**config.mk**
```make
export PLATFORM = sky130hd
export DESIGN_NAME = dac_wr_seq
export DESIGN_NICKNAME = d
export VERILOG_FILES = /design/src/rtl/dac_wr_pkg.sv /design/src/rtl/wr_interval_timer.sv /design/src/rtl/wr_shift_reg.sv /design/src/rtl/dac_wr_seq.sv
export SDC_FILE = /design/constraint.sdc
export NUM_CORES = 1
export LEC_CHECK = 0
export BUFFER_PORTS_ARGS = -buffer_cell sky130_fd_sc_hd__buf_2
export CORE_ASPECT_RATIO = 1.2
export CORE_MARGIN = 1
export CORE_UTILIZATION = 55
export CTS_CLUSTER_DIAMETER = 120
export DETAILED_ROUTE_END_ITERATION = 10
export GPL_TIMING_DRIVEN = 0
export PLACE_DENSITY = 0.77
export SLEW_MARGIN = 40
export SYNTH_ARGS = -nofsm -noshare
export SYNTH_HDL_FRONTEND = slang
export SYNTH_SLANG_ARGS = --single-unit
```
**constraint.sdc**
```tcl
create_clock -name clk -period 6.8 [get_ports clk]
set_clock_uncertainty 0.1 [all_clocks]
set_input_delay 0.34 -clock clk [delete_from_list [all_inputs] [get_ports clk]]
set_output_delay 0.34 -clock clk [all_outputs]
set_load 0.05 [all_outputs]
```
**src/rtl/dac_wr_pkg.sv**
```systemverilog
package dac_wr_pkg;

    typedef enum logic [3:0] {
        ST_IDLE,
        ST_SEL_LEAD,
        ST_CLK_HI,
        ST_CLK_LO,
        ST_SEL_TRAIL,
        ST_LD_LEAD,
        ST_LD_LOW,
        ST_LD_TRAIL,
        ST_CLR_LOW
    } wr_state_e;

    // Whole cycles that cover a minimum time in ns
    function automatic int ns_to_cyc(input int t_ns, input int per_ns);
        return (t_ns + per_ns - 1) / per_ns;
    endfunction

    function automatic int max_of(input int a, input int b);
        return (a > b) ? a : b;
    endfunction

endpackage

```
**src/rtl/wr_interval_timer.sv**
```systemverilog
module wr_interval_timer #(
    parameter int CW = 8
) (
    input  logic          clk,
    input  logic          rst_n,
    input  logic          start_i,
    input  logic [CW-1:0] len_i,
    output logic          expired_o
);

    logic [CW-1:0] cnt_d, cnt_q;

    always_comb begin
        cnt_d = cnt_q;
        if (start_i)
            cnt_d = len_i - 1'b1;
        else if (cnt_q != '0)
            cnt_d = cnt_q - 1'b1;
    end

    always_ff @(posedge clk or negedge rst_n) begin
        if (!rst_n) cnt_q <= '0;
        else        cnt_q <= cnt_d;
    end

    assign expired_o = (cnt_q == '0);

    AST_TMR_LEN_NONZERO: assert property (@(posedge clk) disable iff (!rst_n)
        start_i |-> (len_i != '0));

endmodule

```
**src/rtl/wr_shift_reg.sv**
```systemverilog
module wr_shift_reg #(
    parameter int W = 12
) (
    input  logic         clk,
    input  logic         rst_n,
    input  logic         load_i,
    input  logic [W-1:0] data_i,
    input  logic         shift_i,
    output logic         msb_o
);

    logic [W-1:0] sr_d, sr_q;

    always_comb begin
        sr_d = sr_q;
        if (load_i)
            sr_d = data_i;
        else if (shift_i)
            sr_d = {sr_q[W-2:0], 1'b0};
    end

    always_ff @(posedge clk or negedge rst_n) begin
        if (!rst_n) sr_q <= '0;
        else        sr_q <= sr_d;
    end

    assign msb_o = sr_q[W-1];

    AST_SR_LOAD_SHIFT_EXCL: assert property (@(posedge clk) disable iff (!rst_n)
        !(load_i && shift_i));

endmodule

```
**src/rtl/dac_wr_seq.sv**
```systemverilog
module dac_wr_seq
    import dac_wr_pkg::*;
#(
    parameter int W          = 12,
    parameter int CLK_NS     = 20,
    parameter bit PROFILE_5V = 1'b0,
    parameter int CNT_W      = 8
) (
    input  logic         clk,
    input  logic         rst_n,
    input  logic [W-1:0] code_i,
    input  logic         code_valid_i,
    output logic         code_ready_o,
    input  logic         clr_req_i,
    output logic         done_o,
    output logic         dac_cs_n_o,
    output logic         dac_sclk_o,
    output logic         dac_sdi_o,
    output logic         dac_ld_n_o,
    output logic         dac_clr_n_o
);

    // Minimum times in ns for the selected supply profile
    localparam int NS_CLK_HI  = PROFILE_5V ? 30 : 40;
    localparam int NS_CLK_LO  = PROFILE_5V ? 30 : 40;
    localparam int NS_DSETUP  = 15;
    localparam int NS_DHOLD   = 15;
    localparam int NS_LD_W    = PROFILE_5V ? 30 : 50;
    localparam int NS_CLR_W   = PROFILE_5V ? 30 : 40;
    localparam int NS_SEL_SU  = PROFILE_5V ? 30 : 40;
    localparam int NS_SEL_HD  = PROFILE_5V ? 30 : 40;
    localparam int NS_LD_SU   = 15;
    localparam int NS_LD_HD   = PROFILE_5V ? 30 : 40;

    // Cycle counts; clock phases also cover data setup and hold
    localparam logic [CNT_W-1:0] C_HI   = CNT_W'(max_of(ns_to_cyc(NS_CLK_HI, CLK_NS), ns_to_cyc(NS_DHOLD, CLK_NS)));
    localparam logic [CNT_W-1:0] C_LO   = CNT_W'(max_of(ns_to_cyc(NS_CLK_LO, CLK_NS), ns_to_cyc(NS_DSETUP, CLK_NS)));
    localparam logic [CNT_W-1:0] C_SELL = CNT_W'(max_of(ns_to_cyc(NS_SEL_SU, CLK_NS), ns_to_cyc(NS_DSETUP, CLK_NS)));
    localparam logic [CNT_W-1:0] C_SELT = CNT_W'(ns_to_cyc(NS_SEL_HD, CLK_NS));
    localparam logic [CNT_W-1:0] C_LDL  = CNT_W'(ns_to_cyc(NS_LD_SU, CLK_NS));
    localparam logic [CNT_W-1:0] C_LDW  = CNT_W'(ns_to_cyc(NS_LD_W, CLK_NS));
    localparam logic [CNT_W-1:0] C_LDT  = CNT_W'(ns_to_cyc(NS_LD_HD, CLK_NS));
    localparam logic [CNT_W-1:0] C_CLRW = CNT_W'(ns_to_cyc(NS_CLR_W, CLK_NS));

    localparam int BW = $clog2(W);
    localparam logic [BW-1:0] LAST_BIT = BW'(W - 1);

    typedef struct packed {
        wr_state_e     st;
        logic          cs_n;
        logic          sclk;
        logic          ld_n;
        logic          clr_n;
        logic          done;
        logic          clr_pend;
        logic [BW-1:0] bitc;
    } seq_regs_t;

    seq_regs_t n_d, r_q;

    logic             tmr_start;
    logic [CNT_W-1:0] tmr_len;
    logic             tmr_exp;
    logic             sr_load;
    logic             sr_shift;
    logic             sdi_w;

    wr_interval_timer #(.CW(CNT_W)) u_tmr (
        .clk      (clk),
        .rst_n    (rst_n),
        .start_i  (tmr_start),
        .len_i    (tmr_len),
        .expired_o(tmr_exp)
    );

    wr_shift_reg #(.W(W)) u_sr (
        .clk    (clk),
        .rst_n  (rst_n),
        .load_i (sr_load),
        .data_i (code_i),
        .shift_i(sr_shift),
        .msb_o  (sdi_w)
    );

    always_comb begin
        n_d          = r_q;
        n_d.done     = 1'b0;
        n_d.clr_pend = r_q.clr_pend | clr_req_i;
        tmr_start    = 1'b0;
        tmr_len      = '0;
        sr_load      = 1'b0;
        sr_shift     = 1'b0;

        case (r_q.st)
            ST_IDLE: begin
                if (r_q.clr_pend) begin
                    n_d.st       = ST_CLR_LOW;
                    n_d.clr_n    = 1'b0;
                    n_d.clr_pend = clr_req_i;
                    tmr_start    = 1'b1;
                    tmr_len      = C_CLRW;
                end else if (code_valid_i) begin
                    n_d.st    = ST_SEL_LEAD;
                    n_d.cs_n  = 1'b0;
                    n_d.bitc  = '0;
                    sr_load   = 1'b1;
                    tmr_start = 1'b1;
                    tmr_len   = C_SELL;
                end
            end
            ST_SEL_LEAD: begin
                if (tmr_exp) begin
                    n_d.st    = ST_CLK_HI;
                    n_d.sclk  = 1'b1;
                    tmr_start = 1'b1;
                    tmr_len   = C_HI;
                end
            end
            ST_CLK_HI: begin
                if (tmr_exp) begin
                    n_d.sclk  = 1'b0;
                    tmr_start = 1'b1;
                    if (r_q.bitc == LAST_BIT) begin
                        n_d.st  = ST_SEL_TRAIL;
                        tmr_len = C_SELT;
                    end else begin
                        n_d.st   = ST_CLK_LO;
                        n_d.bitc = r_q.bitc + 1'b1;
                        sr_shift = 1'b1;
                        tmr_len  = C_LO;
                    end
                end
            end
            ST_CLK_LO: begin
                if (tmr_exp) begin
                    n_d.st    = ST_CLK_HI;
                    n_d.sclk  = 1'b1;
                    tmr_start = 1'b1;
                    tmr_len   = C_HI;
                end
            end
            ST_SEL_TRAIL: begin
                if (tmr_exp) begin
                    n_d.st    = ST_LD_LEAD;
                    n_d.cs_n  = 1'b1;
                    tmr_start = 1'b1;
                    tmr_len   = C_LDL;
                end
            end
            ST_LD_LEAD: begin
                if (tmr_exp) begin
                    n_d.st    = ST_LD_LOW;
                    n_d.ld_n  = 1'b0;
                    tmr_start = 1'b1;
                    tmr_len   = C_LDW;
                end
            end
            ST_LD_LOW: begin
                if (tmr_exp) begin
                    n_d.st    = ST_LD_TRAIL;
                    n_d.ld_n  = 1'b1;
                    tmr_start = 1'b1;
                    tmr_len   = C_LDT;
                end
            end
            ST_LD_TRAIL: begin
                if (tmr_exp) begin
                    n_d.st   = ST_IDLE;
                    n_d.done = 1'b1;
                end
            end
            ST_CLR_LOW: begin
                if (tmr_exp) begin
                    n_d.st    = ST_IDLE;
                    n_d.clr_n = 1'b1;
                end
            end
            default: n_d.st = ST_IDLE;
        endcase
    end

    always_ff @(posedge clk or negedge rst_n) begin
        if (!rst_n) begin
            r_q.st       <= ST_IDLE;
            r_q.cs_n     <= 1'b1;
            r_q.sclk     <= 1'b0;
            r_q.ld_n     <= 1'b1;
            r_q.clr_n    <= 1'b1;
            r_q.done     <= 1'b0;
            r_q.clr_pend <= 1'b0;
            r_q.bitc     <= '0;
        end else begin
            r_q <= n_d;
        end
    end

    assign code_ready_o = (r_q.st == ST_IDLE) && !r_q.clr_pend;
    assign done_o       = r_q.done;
    assign dac_cs_n_o   = r_q.cs_n;
    assign dac_sclk_o   = r_q.sclk;
    assign dac_sdi_o    = sdi_w;
    assign dac_ld_n_o   = r_q.ld_n;
    assign dac_clr_n_o  = r_q.clr_n;

    AST_SCLK_NEEDS_SEL: assert property (@(posedge clk) disable iff (!rst_n)
        dac_sclk_o |-> !dac_cs_n_o);
    AST_NO_CLK_IN_LOAD: assert property (@(posedge clk) disable iff (!rst_n)
        !dac_ld_n_o |-> (!dac_sclk_o && dac_cs_n_o));
    AST_SDI_STABLE_HI: assert property (@(posedge clk) disable iff (!rst_n)
        (dac_sclk_o && $past(dac_sclk_o)) |-> $stable(dac_sdi_o));
    AST_DONE_ONE_CYCLE: assert property (@(posedge clk) disable iff (!rst_n)
        done_o |=> !done_o);
    AST_DONE_IDLE_LINES: assert property (@(posedge clk) disable iff (!rst_n)
        done_o |-> (dac_ld_n_o && dac_cs_n_o));
    AST_READY_IDLE_LINES: assert property (@(posedge clk) disable iff (!rst_n)
        code_ready_o |-> (dac_cs_n_o && dac_ld_n_o && dac_clr_n_o));
    AST_CLR_NOT_IN_WRITE: assert property (@(posedge clk) disable iff (!rst_n)
        $fell(dac_clr_n_o) |-> (dac_cs_n_o && dac_ld_n_o));
    AST_CLR_BLOCKS_READY: assert property (@(posedge clk) disable iff (!rst_n)
        !dac_clr_n_o |-> !code_ready_o);

endmodule

```
-- Word-level counts from Yosys, hierarchy flattened
Cells that the tools add are included.
- add/sub/neg operators: 3
- eq/ne operators: 21
- bitwise logic cells: 1
- muxes and demuxes: 45
- reduce and logical (&&, ||, !) cells: 22
- operator list (cell ; number):
    4-bit 2-to-1 mux ; 10
    4-bit one-hot mux with 7 select lines ; 1
    12-bit 2-to-1 mux ; 2
    2-bit != test, second input constant ; 9
    4-bit by 3-bit equality test with 1-bit output, second input constant ; 4
    1-bit 2-to-1 mux ; 16
    8-bit 2-to-1 mux ; 2
    2-bit nonzero test ; 7
    5-bit 2-to-1 mux ; 2
    1-bit one-hot mux with 2 select lines ; 5
    3-bit AND reduction ; 3
    4-bit by 2-bit equality test with 1-bit output, second input constant ; 2
    4-bit equality test, second input constant ; 2
    8-bit logical NOT ; 1
    2-bit 2-to-1 mux ; 4
    2-bit one-hot mux with 4 select lines ; 1
    4-bit one-hot mux with 2 select lines ; 1
    8-bit nonzero test ; 1
    8-bit by 1-bit subtractor with 8-bit output, second input constant ; 1
    7-bit AND reduction ; 1
    6-bit OR reduction ; 1
    5-bit AND reduction ; 1
    4-bit by 1-bit adder with 4-bit output, second input constant ; 1
    4-bit by 1-bit equality test with 1-bit output, second input constant ; 1
    11 further kinds ; 13
- register bits after elaboration: 34
- logic and storage cells: 102
- input bits: 16
- output and inout port bits: 7

-- Longest topological paths before layout
- depth after elaboration: 6
- gate-level depth with buffers: 9
- gate-level depth less buffers: 9

-- Hierarchy
From an unflattened synthesis, not the netlist that was laid out.
- cell total of the unflattened synthesis: 200
- area total of the unflattened synthesis: 1956.9 um^2
- modules (own cells, without submodules) (module ; area each (um^2) ; times used ; cells an instance ; sequential area each (um^2)):
    dac_wr_seq ; 828.3 ; 1 ; 95 ; 354.1
    wr_interval_timer ; 581.8 ; 1 ; 54 ; 200.2
    wr_shift_reg ; 546.8 ; 1 ; 51 ; 300.3

-- Worst setup path after synthesis
No wires, ideal clock.
- path kind: reg-to-reg
- from: register u_tmr.cnt_q[0]
- to: register u_tmr.cnt_q[1]
- library setup time: 0.111 ns
- period minus slack after synthesis: 2.501 ns
- required time: 6.589 ns
- path slack: 4.299 ns
- arrival: 2.290 ns
- stages on the path, launching flop included: 9
- buffers on the path: 1
- path through: dfrtp_1 inv_1 ha_1 or3b_2 nor2_1 clkbuf_1 a31oi_1 ha_1 a222oi_1
- longest elaborated chain between the ends: 5
- elaborated cells between the ends (all ways): 13
- those cells by class: add/sub: 2; mux: 8; reduce/logical: 3
- ends and longest elaborated chain (item ; RTL line ; text):
    start, declared ; wr_interval_timer.sv:11 ; logic [CW-1:0] cnt_d, cnt_q;
    start signal, assigned ; wr_interval_timer.sv:23 ; else cnt_q <= cnt_d;
    8-bit logical NOT ; wr_interval_timer.sv:26 ; assign expired_o = (cnt_q == '0);
    2-bit 2-to-1 mux (tied with other cells) ; dac_wr_seq.sv:151 ; if (tmr_exp) begin
    2-bit one-hot mux with 4 select lines ; dac_wr_seq.sv:94 ; case (r_q.st)
    2-bit by 1-bit subtractor with 3-bit output ; wr_interval_timer.sv:16 ; cnt_d = len_i - 1'b1;
    8-bit 2-to-1 mux ; wr_interval_timer.sv:15 ; if (start_i)
Several ways; a longest one is shown, not always the timed one. The select of a mux whose other input is x is not followed.
A chain may end at the register's enable or synchronous reset.

-- Worst setup path after layout
- from: register u_tmr.cnt_q[0]
- to: register u_tmr.cnt_q[5]
The elaborated chain is that of the path after synthesis.

==> flow_summary.json <==
{
  "worstPathRequired_ns": 6.90,
  "setup_viol": 0,
  "seq_area_frac_synth_pct": 47.7,
  "grt_first_pass_wirelength_mm": 5.96,
  "core.rowCount": 22,
  "cts_resized": 0,
  "p_leak_uw": 0.000934,
  "crit_fanout": 10,
  "grt_pass1_vias": 1397,
  "powerDensity_nw_per_um2": 343,
  "slew_viol_final": 0,
  "mostFrequentLayoutCells": "dfrtp_1 (31), nor2_1 (23), buf_2 (22)",
  "die_h_um": 64.5,
  "start_util_pct": 58.2,
  "area_growth_pct": 15.3,
  "antennaDiodeCount": 0,
  "min_path_cells": 2,
  "dieArea_sq_um": 3490,
  "drt_iter0_drc": 43,
  "fin_area_sq_um": 2070,
  "clock_path_buffers": 2,
  "outcome": "complete, no violations",
  "cts_root_buf": "clkbuf_4",
  "hold_violations": 0,
  "die_x_um": 54.1,
  "post_drt_wl_per_cell_um": 13.9,
  "avgSynthCellArea_sq_um": 9.59,
  "regArea_sq_um": 855,
  "drc_errors": 0,
  "place_area_sq_um": 1950,
  "ys_seq_elements": 34,
  "max_stage_delay_ns": 0.54,
  "critPathLaunch": "u_tmr.cnt_q[0]",
  "endpoint_kind": "flop",
  "post_cts_buffers": 0,
  "setup.worst_path.class": "flop to flop",
  "place.gp.congestion": 0.878,
  "tightest_slew_ns": 0.550,
  "whs_endpoint": "r_q[4]",
  "synthFlopType": "dfrtp_1",
  "finalCritPeriodShare_pct": 43.0,
  "synth_nets": 206,
  "max_cap_violations": 0,
  "cts_hold_repair.buffers": 1,
  "drtPass1Iterations": 4,
  "clkSlewWorstSetupHoldPaths_ns": 0.11,
  "worstPathArrival_ns": 3.02,
  "ant_nets": 0,
  "min_from": "clr_req_i",
  "r2r-start": "u_tmr.cnt_q[0]",
  "h-tree-depth": 2,
  "cts_tree": "yes",
  "finalSetupTns_ns": 0,
  "vdd_ir_drop_max_v": 0.000285,
  "cp-start-kind": "flop",
  "synth_edf_count": 0,
  "routed_via_density": 5.78,
  "layout_commonest_cell": "dfrtp_1",
  "clkSinkCount": 34,
  "multi_input_area_sq_um": 858,
  "worstHoldPathType": "primary input to flop",
  "antenna_found_initial": 0,
  "rsz0062_at_grt": "false",
  "critical_path.slowest_cell": "or3b_2",
  "routed_wl_mm": 3.54,
  "ys_types": 45,
  "min_period_ns": 2.92,
  "drive_gt1_share_pct": 18.8,
  "core_area_sq_um": 3080,
  "portBuffers": 22,
  "grt_max_degree": 35,
  "grt_usage_pct": 23.6,
  "grt_overflow": 0,
  "vias": 1469,
  "yosysWarningCount": 0,
  "numCtsBuffers": 5,
  "clock_latency_ns": 0.35,
  "fillCellCount": 251,
  "synthArstFlopShare_pct": 100,
  "post-dp-hpwl_mm": 2.61,
  "synth_cells": 187,
  "reg2reg_slack_ns": 3.88,
  "crit_chain": "inv_1 -> ha_1 -> or3b_2 -> nor2_1 -> clkbuf_1 -> a31oi_1 -> ha_1 -> o21ai_0 -> o21ai_0",
  "ios": 23,
  "r2r-end": "u_tmr.cnt_q[5]",
  "max-slew-margin-rel_pct": 62.9,
  "reg2reg_depth": 9,
  "syn_area_sq_um": 1790,
  "nets": 236,
  "timing.fmax_mhz": 342
}
[layer usage]
layer	up-vias	part of all wire (%)	track usage (%)
met5	-	0	0
met4	0	2.1	9.94
met3	9	3.4	7.04
met2	28	50	36.0
met1	700	45	30.3
li1	732	-	-
[sequential cells by signal (all words and copies together), names as in the netlist]
name / cells
u_sr.sr_q: 12
r_q: 9
u_tmr.cnt_q: 8
dac_clr_n_o: 1
dac_cs_n_o: 1
dac_ld_n_o: 1
dac_sclk_o: 1
done_o: 1
[Yosys cell counts (3+ instances only)]
master	count	area (sq um)
ha_1	3	37.5
dfstp_2	3	78.8
nor2b_1	5	31.3
o21ai_1	3	15.0
xnor2_1	4	35.0
nand2_1	8	30.0
clkbuf_1	9	33.8
nand3_1	4	20.0
o21ai_0	14	70.1
nor2_1	23	86.3
a31oi_1	4	25.0
dfrtp_1	31	776
mux2i_1	13	130
a21oi_1	17	85.1
or3_1	3	18.8
nor3_1	4	20.0
inv_1	5	18.8
[where the power goes]
part,internal [uW],switching [uW]
Clock,115,73.2
Combinational,84.6,108
Sequential,276,52.0
Total,475,233
[final cells by class]
class                           instances  area share [%]
Buffer                                 12            2.97
Sequential cell                        34            41.3
Multi-Input combinational cell        136            41.5
Inverter                                5           0.908
Clock inverter                          3            3.33
Timing Repair Buffer                   23            5.93
Clock buffer                            5            1.82
Tap cell                               36            2.18
[worst max-delay path by stage]
stage	end	slack [ns]	depth (start not counted)
2_1_floorplan	u_tmr.cnt_q[1]	4.30	8
3_3_place_gp	u_tmr.cnt_q[6]	4.04	9
3_5_place_dp	u_tmr.cnt_q[3]	3.92	9
4_1_cts	u_tmr.cnt_q[7]	3.91	9
5_1_grt	u_tmr.cnt_q[5]	3.69	9
6_report	u_tmr.cnt_q[5]	3.88	9
[cells by family (layout without fill, tap and decap cells)]
family	count (synthesis)	in the layout	share of synthesized area, %
AO/OA/AOI/OAI	51	51	17.2
XOR/XNOR	5	5	2.44
adder cells (fa/ha/maj)	3	3	2.09
buffers and inverters	17	48	4.47
flip-flops	34	34	47.7
multiplexers	13	13	7.26
AND/OR/NAND/NOR	64	64	18.9
[through the flow]
stage               power [uW]  instances  worst slack, ns  utilization (%)  hold slack (ns)
floorplan                  471        187             4.30                -          -0.0556
finish                     708        254             3.88             67.0           0.0680
CTS                        713        254             3.91             67.0           0.0634
global route               753        254             3.69             67.0           0.0574
global placement           509        245             4.04             63.2            0.341
detailed placement         524        245             3.92             63.2            0.350
[worst max-delay path: cells and delay by family, from the launching register on]
kind	cells	cell delay, ns
AND/OR/NAND/NOR	2	0.77
AO/OA/AOI/OAI	3	0.57
buffers and inverters	2	0.50
adder cells (fa/ha/maj)	2	0.42
flip-flops	1	0.41
Power figures use the tool's default switching activity.
